===== src/rtl/irq_prio_pkg.sv =====
package irq_prio_pkg;
  // Service policy carried by the mode input.
  typedef enum logic {
    POLICY_RUN_TO_END = 1'b0,
    POLICY_PREEMPT    = 1'b1
  } policy_e;
endpackage


===== src/rtl/irq_prio_rst_sync.sv =====
module irq_prio_rst_sync #(
  parameter int unsigned STAGES = 2
) (
  input  logic clk,
  input  logic rst_n,
  output logic rst_sync_n
);
  logic [STAGES-1:0] sync_q;

  always_ff @(posedge clk or negedge rst_n) begin
    if (!rst_n) sync_q <= '0;
    else        sync_q <= {sync_q[STAGES-2:0], 1'b1};
  end

  assign rst_sync_n = sync_q[STAGES-1];
endmodule


===== src/rtl/irq_prio_pick.sv =====
// Finds the lowest set index of a vector (lowest index = best rank).
module irq_prio_pick #(
  parameter int unsigned N  = 8,
  localparam int unsigned IW = (N > 1) ? $clog2(N) : 1
) (
  input  logic [N-1:0]  vec,
  output logic          found,
  output logic [IW-1:0] idx,
  output logic [N-1:0]  onehot
);
  always_comb begin
    found = 1'b0;
    idx   = '0;
    for (int i = N - 1; i >= 0; i--) begin
      if (vec[i]) begin
        found = 1'b1;
        idx   = IW'(i);
      end
    end
  end

  assign onehot = vec & (~vec + {{(N-1){1'b0}}, 1'b1});
endmodule


===== src/rtl/irq_prio_inservice.sv =====
// Nesting stack held as an in-service bit vector.
module irq_prio_inservice #(
  parameter int unsigned N  = 8,
  localparam int unsigned IW = (N > 1) ? $clog2(N) : 1
) (
  input  logic          clk,
  input  logic          rst_n,
  input  logic [N-1:0]  set_oh,
  input  logic          retire,
  output logic [N-1:0]  isr_q,
  output logic [N-1:0]  isr_next,
  output logic          cur_any,
  output logic [IW-1:0] cur_idx
);
  logic [N-1:0] cur_oh;
  logic         isr_en;

  irq_prio_pick #(.N(N)) u_cur_pick (
    .vec    (isr_q),
    .found  (cur_any),
    .idx    (cur_idx),
    .onehot (cur_oh)
  );

  always_comb begin
    isr_next = isr_q;
    if (retire) isr_next = isr_next & ~cur_oh;
    isr_next = isr_next | set_oh;
    isr_en   = retire | (|set_oh);
  end

  always_ff @(posedge clk or negedge rst_n) begin
    if (!rst_n)      isr_q <= '0;
    else if (isr_en) isr_q <= isr_next;
  end
endmodule


===== src/rtl/irq_prio_ctrl.sv =====
module irq_prio_ctrl
  import irq_prio_pkg::*;
#(
  parameter int unsigned NUM_LINES = 8,
  localparam int unsigned IDW = (NUM_LINES > 1) ? $clog2(NUM_LINES) : 1
) (
  input  logic                 clk,
  input  logic                 rst_n,
  input  logic [NUM_LINES-1:0] irq_in,
  input  logic                 preempt_en,
  input  logic                 ack,
  input  logic                 eos,
  output logic                 req_valid,
  output logic [IDW-1:0]       req_id,
  output logic                 user_resume
);
  logic                 rst_sn;
  logic [NUM_LINES-1:0] pend_q, pend_d;
  logic                 pend_en;
  logic                 pend_any;
  logic [IDW-1:0]       pend_idx;
  logic [NUM_LINES-1:0] pend_oh;
  logic [NUM_LINES-1:0] isr_q, isr_next, set_oh;
  logic                 cur_any;
  logic [IDW-1:0]       cur_idx;
  logic                 take;
  logic                 resume_d;
  policy_e              policy;

  irq_prio_rst_sync #(.STAGES(2)) u_rst_sync (
    .clk        (clk),
    .rst_n      (rst_n),
    .rst_sync_n (rst_sn)
  );

  irq_prio_pick #(.N(NUM_LINES)) u_pend_pick (
    .vec    (pend_q),
    .found  (pend_any),
    .idx    (pend_idx),
    .onehot (pend_oh)
  );

  irq_prio_inservice #(.N(NUM_LINES)) u_isr (
    .clk      (clk),
    .rst_n    (rst_sn),
    .set_oh   (set_oh),
    .retire   (eos),
    .isr_q    (isr_q),
    .isr_next (isr_next),
    .cur_any  (cur_any),
    .cur_idx  (cur_idx)
  );

  // Offer decision and next-state logic.
  always_comb begin
    policy = policy_e'(preempt_en);
    if (!cur_any)                     req_valid = pend_any;
    else if (policy == POLICY_PREEMPT) req_valid = pend_any && (pend_idx < cur_idx);
    else                              req_valid = 1'b0;
    req_id  = pend_idx;
    take    = ack & req_valid;
    set_oh  = take ? pend_oh : '0;
    pend_d  = (pend_q | irq_in) & ~set_oh;
    pend_en = (|irq_in) | take;
    resume_d = eos & cur_any & ~(|isr_next) & ~(|pend_d);
  end

  always_ff @(posedge clk or negedge rst_sn) begin
    if (!rst_sn) begin
      pend_q      <= '0;
      user_resume <= 1'b0;
    end else begin
      if (pend_en) pend_q <= pend_d;
      user_resume <= resume_d;
    end
  end
endmodule


===== config.mk =====
export PLATFORM = sky130hd
export DESIGN_NAME = irq_prio_ctrl
export DESIGN_NICKNAME = d
export VERILOG_FILES = /design/src/rtl/irq_prio_pkg.sv /design/src/rtl/irq_prio_rst_sync.sv /design/src/rtl/irq_prio_pick.sv /design/src/rtl/irq_prio_inservice.sv /design/src/rtl/irq_prio_ctrl.sv
export SDC_FILE = /design/constraint.sdc
export NUM_CORES = 1
export LEC_CHECK = 0
export ABC_CLOCK_PERIOD_IN_PS = 2300
export BUFFER_PORTS_ARGS = -buffer_cell sky130_fd_sc_hd__buf_2
export CAP_MARGIN = 20
export CORE_MARGIN = 3
export CORE_UTILIZATION = 54
export DETAILED_ROUTE_END_ITERATION = 6
export PLACE_DENSITY = 0.82
export SYNTH_ARGS = -nofsm -noshare
export SYNTH_HDL_FRONTEND = slang
export SYNTH_SLANG_ARGS = --single-unit

===== constraint.sdc =====
create_clock -name clk -period 2.3 [get_ports clk]
set_input_delay 0.115 -clock clk [delete_from_list [all_inputs] [get_ports clk]]
set_output_delay 0.115 -clock clk [all_outputs]
set_load 0.02 [all_outputs]

After elaboration in Yosys (flattened, before gate mapping)
Index checks and enable logic that the tools add are counted.
{"block": "totals", "regBits": 19, "inputBits": 13, "out_inout_bits": 5, "wordCells": 66}
{"block": "classes", "add_sub_neg": 2, "n_lt_le_gt_ge": 1, "muxes": 36, "bitwise_logic": 18, "reduce_logical": 5}
{"cell": "$mux W3", "count": 16}
{"cell": "$and A8 B8 Y8", "count": 4}
{"cell": "$not A8 Y8", "count": 4}
{"cell": "$reduce_or A8 Y1", "count": 4}
{"cell": "$mux W1", "count": 18}
{"cell": "$add A8 B1 Y8 const B", "count": 2}
{"cell": "$mux W8", "count": 2}
{"cell": "$or A8 B8 Y8", "count": 2}
{"cell": "$and A1 B1 Y1", "count": 4}
{"cell": "$lt A3 B3 Y1", "count": 1}
{"cell": "$not A1 Y1", "count": 2}
{"cell": "$or A1 B1 Y1", "count": 2}
{"cell": "$logic_and A1 B1 Y1", "count": 1}

Depth between registers and ports, before layout
{"block": "depth", "word_depth": 19, "depth_mapped": 9, "ltp_nobuf": 9}

By module
A second synthesis with hierarchy kept.
{"block": "unflattened", "cells_unflattened": 147, "hier_area_um2": 1308.8}
{"mod": "irq_prio_ctrl", "instances": 1, "cells_per_inst": 65, "area_per_inst_um2": 605.6}
{"mod": "irq_prio_inservice", "instances": 1, "cells_per_inst": 33, "area_per_inst_um2": 371.6}
{"mod": "irq_prio_pick", "instances": 2, "cells_per_inst": 23, "area_per_inst_um2": 138.9}
{"mod": "irq_prio_rst_sync", "instances": 1, "cells_per_inst": 3, "area_per_inst_um2": 53.8}

Worst setup path after synthesis
No wires, ideal clock.
{"block": "synth_timing", "path_kind": "register to output", "start": "reg pend_q[0]", "end": "out req_valid", "arrival_ns": 2.629, "required_ns": 2.185, "setup_slack_ns": -0.444, "stages_incl_launch_ff": 10, "cell_sequence": "dfrtp_1 -> buf_6 -> nor4_2 -> a21boi_0 -> ha_1 -> nand2_1 -> nand2_1 -> nor2_1 -> a31oi_4 -> a31oi_1"}
{"block": "synth_between", "elab_chain_len": 5, "elab_cells_between_ends": 6, "classes_between": "order compare: 1; mux: 4; reduce/logical: 1"}
{"element": "from (decl)", "line_no": "irq_prio_ctrl.sv:18", "rtl": "logic [NUM_LINES-1:0] pend_q, pend_d;"}
{"element": "from (signal assigned)", "line_no": "irq_prio_ctrl.sv:73", "rtl": "if (pend_en) pend_q <= pend_d;"}
{"element": "$mux W3", "line_no": "irq_prio_pick.sv:15", "rtl": "if (vec[i]) begin"}
{"element": "via req_id[2]", "line_no": "irq_prio_ctrl.sv:14", "rtl": "output logic [IDW-1:0] req_id,"}
{"element": "$lt A3 B3 Y1", "line_no": "irq_prio_ctrl.sv:58", "rtl": "else if (policy == POLICY_PREEMPT) req_valid = pend_any && (pend_idx < cur_idx);"}
{"element": "$logic_and A1 B1 Y1", "line_no": "irq_prio_ctrl.sv:58"}
{"element": "$mux W1", "line_no": "irq_prio_ctrl.sv:58"}
{"element": "$mux W1", "line_no": "irq_prio_ctrl.sv:57", "rtl": "if (!cur_any) req_valid = pend_any;"}
{"element": "to (decl)", "line_no": "irq_prio_ctrl.sv:13", "rtl": "output logic req_valid,"}
The timed path passes the listed nets, and every way through them passes these cells.

Final worst setup path
{"block": "layout_timing", "start": "reg pend_q[5]", "end": "out req_valid"}
{"block": "layout_between", "elab_chain_len": 10, "elab_cells_between_ends": 16, "classes_between": "order compare: 1; mux: 14; reduce/logical: 1"}
{"element": "$mux W3 (6 in a row)", "line_no": "irq_prio_pick.sv:15"}
{"element": "$lt A3 B3 Y1", "line_no": "irq_prio_ctrl.sv:58"}
{"element": "$logic_and A1 B1 Y1", "line_no": "irq_prio_ctrl.sv:58"}
{"element": "$mux W1", "line_no": "irq_prio_ctrl.sv:58"}
{"element": "$mux W1 (*)", "line_no": "irq_prio_ctrl.sv:57"}
Every way passes the cells marked *; elsewhere a longest branch is shown, timed or not.

==> results.toml <==
[timing]
drv_slew = 0
slew-limit-headroom_pct = 54.0
rsz0062_at_grt = "true"
holdWs_ns = 0.0163
worst_pin_slew_ns = 0.691
max_freq_mhz = 403
finalCritPeriodShare_pct = 108
hold_viol_final = 0
min_period_ns = 2.48
finalSetupViolations = 7
fin_skew_ns = 0.00265
worst_slack_ns = -0.180
final.setup.tns_ns = -0.677

[placed_design]
hpwl_mm = 1.87
place.gp.congestion = 0.833
placed_area_sq_um = 1230
io_buffers = 17

[pwr]
p_sw_share_pct = 40.7
power_density_nw_per_um2 = 880
p_seq_share_pct = 37.0
peakVddDrop_mv = 0.709
power_frac_clock_pct = 14.0
p_sw_uw = 496
power_frac_comb_pct = 49.1
intPower_uw = 723
p_leak_nw = 0.605
total_power_mw = 1.22

[critical_path]
critPathMaxStageDelay_ns = 0.45
critPathKind = "reg2out"
reg2reg_slack_ns = -0.16
r2r_cells = 11
worstReg2RegEnd = "pend_q[2]$_DFFE_PN0P_"
worstSetupStartpointType = "flip-flop"
slowest_stage = "dfrtp_1"
worstPathRequired_ns = 2.18
crit_path_cell_trace = "nor2_2, o21ai_1, a211oi_2, ha_2, o21ai_2, a32o_2, a31oi_4, a31oi_2, buf_4"
worstPathMaxFanout = 5
crit_arrival_ns = 2.36
cp-end-kind = "primary output"
worst_r2r_startpoint = "pend_q[5]$_DFFE_PN0P_"

[clock_network]
cts_tree = "built"
cts_max_level = 1
clockBufferDepth = 2
clkTransAtPathRegs_ns = 0.11
cts_root_buffer = "clkbuf_4"
cts_buffers = 3
cts_sinks = 19
clkLatencyLatePin_ns = 0.30

[logic_synthesis]
synthTopCellsByArea = "dfrtp_1 (45%), nand2_1 (5.6%), o22a_1 (4.1%), o21ai_0 (3.3%), o21a_1 (2.8%)"
yosys_register_bits = 19
synth_area_sq_um = 1060
synth_cell_types = 40
synth_top_area_share_pct = 44.7
synthFlopType = "dfrtp_1"
seq_area_frac_synth_pct = 44.7
synth_edf_count = 0
synth.avg_cell_area_sq_um = 9.77
synth_nets = 124
synth_warnings = 0
yosysTopAreaCell = "dfrtp_1"
async_reset_ff_share_pct = 100
synthCells = 109

[job]
max_cap_viol_count = 0

[outcome]
run_status = "finished with violations"
violations = "setup timing"

[routing]
post_drt_wl_per_cell_um = 16.0
num_vias = 1014
drt_iter0_drc = 55
drtAntennaViolNets = 0
route.detailed.drc = 0
firstDrtPassIters = 4
viasPerCell = 6.04
wirelength_mm = 2.69

[die]
initial_core_util_pct = 59.1
core_sq_um = 1800
die_x_um = 50.4
io_pins = 18
rows = 15
dieArea_sq_um = 2540
die_y_um = 50.4

[global_routing]
grt_max_degree = 18
grt_pass1_vias = 921
overflow = 0
antenna_found_initial = 0
grt_first_pass_wirelength_mm = 4.27
track_usage_pct = 23.3

[final_layout]
drive_gt1_share_pct = 41.3
area_delta_synth_final_pct = 30.1
antenna_cells = 0
fin_nets = 159
design_area_sq_um = 1390

[worst_hold_path]
hold-path-cell-count = 2
worstHoldEndpoint = "pend_q[3]$_DFFE_PN0P_"
min_from = "irq_in[3]"
hp-class = "in2reg"
[power groups by stage]
| stage | logic [mW] | clock network, mW | registers (mW) |
|---|---|---|---|
| 2_1_floorplan | 0.356 | 0 | 0.432 |
| 3_3_place_gp | 0.480 | 0 | 0.446 |
| 3_5_place_dp | 0.495 | 0 | 0.448 |
| 4_1_cts | 0.534 | 0.174 | 0.450 |
| 5_1_grt | 0.641 | 0.197 | 0.461 |
| 6_report | 0.598 | 0.170 | 0.451 |
[synth_stat cells (all sizes together), types with 3 or more instances]
library cell	instances
nor3	4
dfrtp	19
o21a	4
o22a	5
nand4	3
o21ai	11
a21oi	4
inv	7
nor2	7
nand2	16
[logic make-up after synthesis]
group                    synth area share, %
other                                  0.352
flip-flops                              44.7
XOR/XNOR                               0.823
AO/OA/AOI/OAI                           23.5
AND/OR/NAND/NOR                         23.7
adder cells (fa/ha/maj)                 3.41
buffers and inverters                   3.53
[routing by layer]
layer	vias up	wire [um]	global-route usage (%)	share of wire, %
met5	-	0	0	0
met4	0	108	12.6	4.0
met3	14	186	4.15	6.9
met2	57	1330	37.8	49
met1	472	1070	29.3	40
li1	471	-	-	-
[state kept, by name, indices dropped and copies added, names as in the netlist]
| signal | cells |
|---|---|
| pend_q | 8 |
| u_isr.isr_q | 8 |
| u_rst_sync.sync_q | 2 |
| user_resume | 1 |
[timing repair]
item	4_1_cts	5_1_grt
endpoints found under the setup margin	1	6
hold endpoints to repair	2	0
resized for setup	8	8
pin swaps	6	6
buffers inserted	3	5
hold buffers	1	0
[area by class of cell]
type	count	area, sq um
multi-input cells	82	627
flip-flops and latches	19	478
fillers	124	417
repair buffers	31	195
well taps	25	31.3
inverters	7	26.3
clock buffers	3	22.5
clock inverters	1	5.00
[cells in the final DEF (no fill, tap or decap), drive strengths merged]
cell         Yosys  final
o21bai           1      1
or4              1      1
buf              1     30
or2              2      2
o22a             5      5
nand4            3      3
conb             1      1
dlygate4sd3      0      1
maj3             1      1
nor3             4      4
o21a             4      4
a32o             1      1
a31oi            2      2
xnor2            1      1
nor4             2      2
a2111oi          1      1
inv              7      7
nand3b           1      1
a21boi           1      1
nor2             7      7
a2bb2oi          1      1
nand3            2      2
o31ai            1      1
clkbuf           0      3
dfrtp           19     19
clkinv           0      1
nand2           16     16
nor3b            1      1
nor2b            1      1
o2bb2ai          1      1
a21oi            4      4
and2             1      1
nand4b           2      2
a211oi           1      1
o21ai           11     11
ha               2      2
[through the flow]
step	utilization, %	setup WS (ns)	cells
after detailed placement	68.3	0.0689	155
after global routing	76.9	-0.288	168
final	76.9	-0.180	168
after global placement	68.3	0.140	155
after CTS	73.5	-0.0757	163
after floorplan	-	0.0109	109
[worst max-delay path: cells and delay by family, from the launching register on]
kind / cells / cell delay [ns]
adder cells (fa/ha/maj): 1 / 0.35
AND/OR/NAND/NOR: 1 / 0.15
AO/OA/AOI/OAI: 6 / 0.96
flip-flops: 1 / 0.45
buffers and inverters: 1 / 0.16
[worst max path at each step]
stage | startpoint | endpoint | slack (ns) | depth (start not counted)
2_1_floorplan | pend_q[0]$_DFFE_PN0P_ | req_valid | 0.01 | 9
3_3_place_gp | pend_q[3]$_DFFE_PN0P_ | req_valid | 0.14 | 9
3_5_place_dp | pend_q[3]$_DFFE_PN0P_ | pend_q[2]$_DFFE_PN0P_ | 0.07 | 9
4_1_cts | pend_q[3]$_DFFE_PN0P_ | req_valid | -0.08 | 9
5_1_grt | pend_q[5]$_DFFE_PN0P_ | req_valid | -0.29 | 9
6_report | pend_q[5]$_DFFE_PN0P_ | req_valid | -0.18 | 9
No activity file was read; power rests on OpenSTA's default activity.
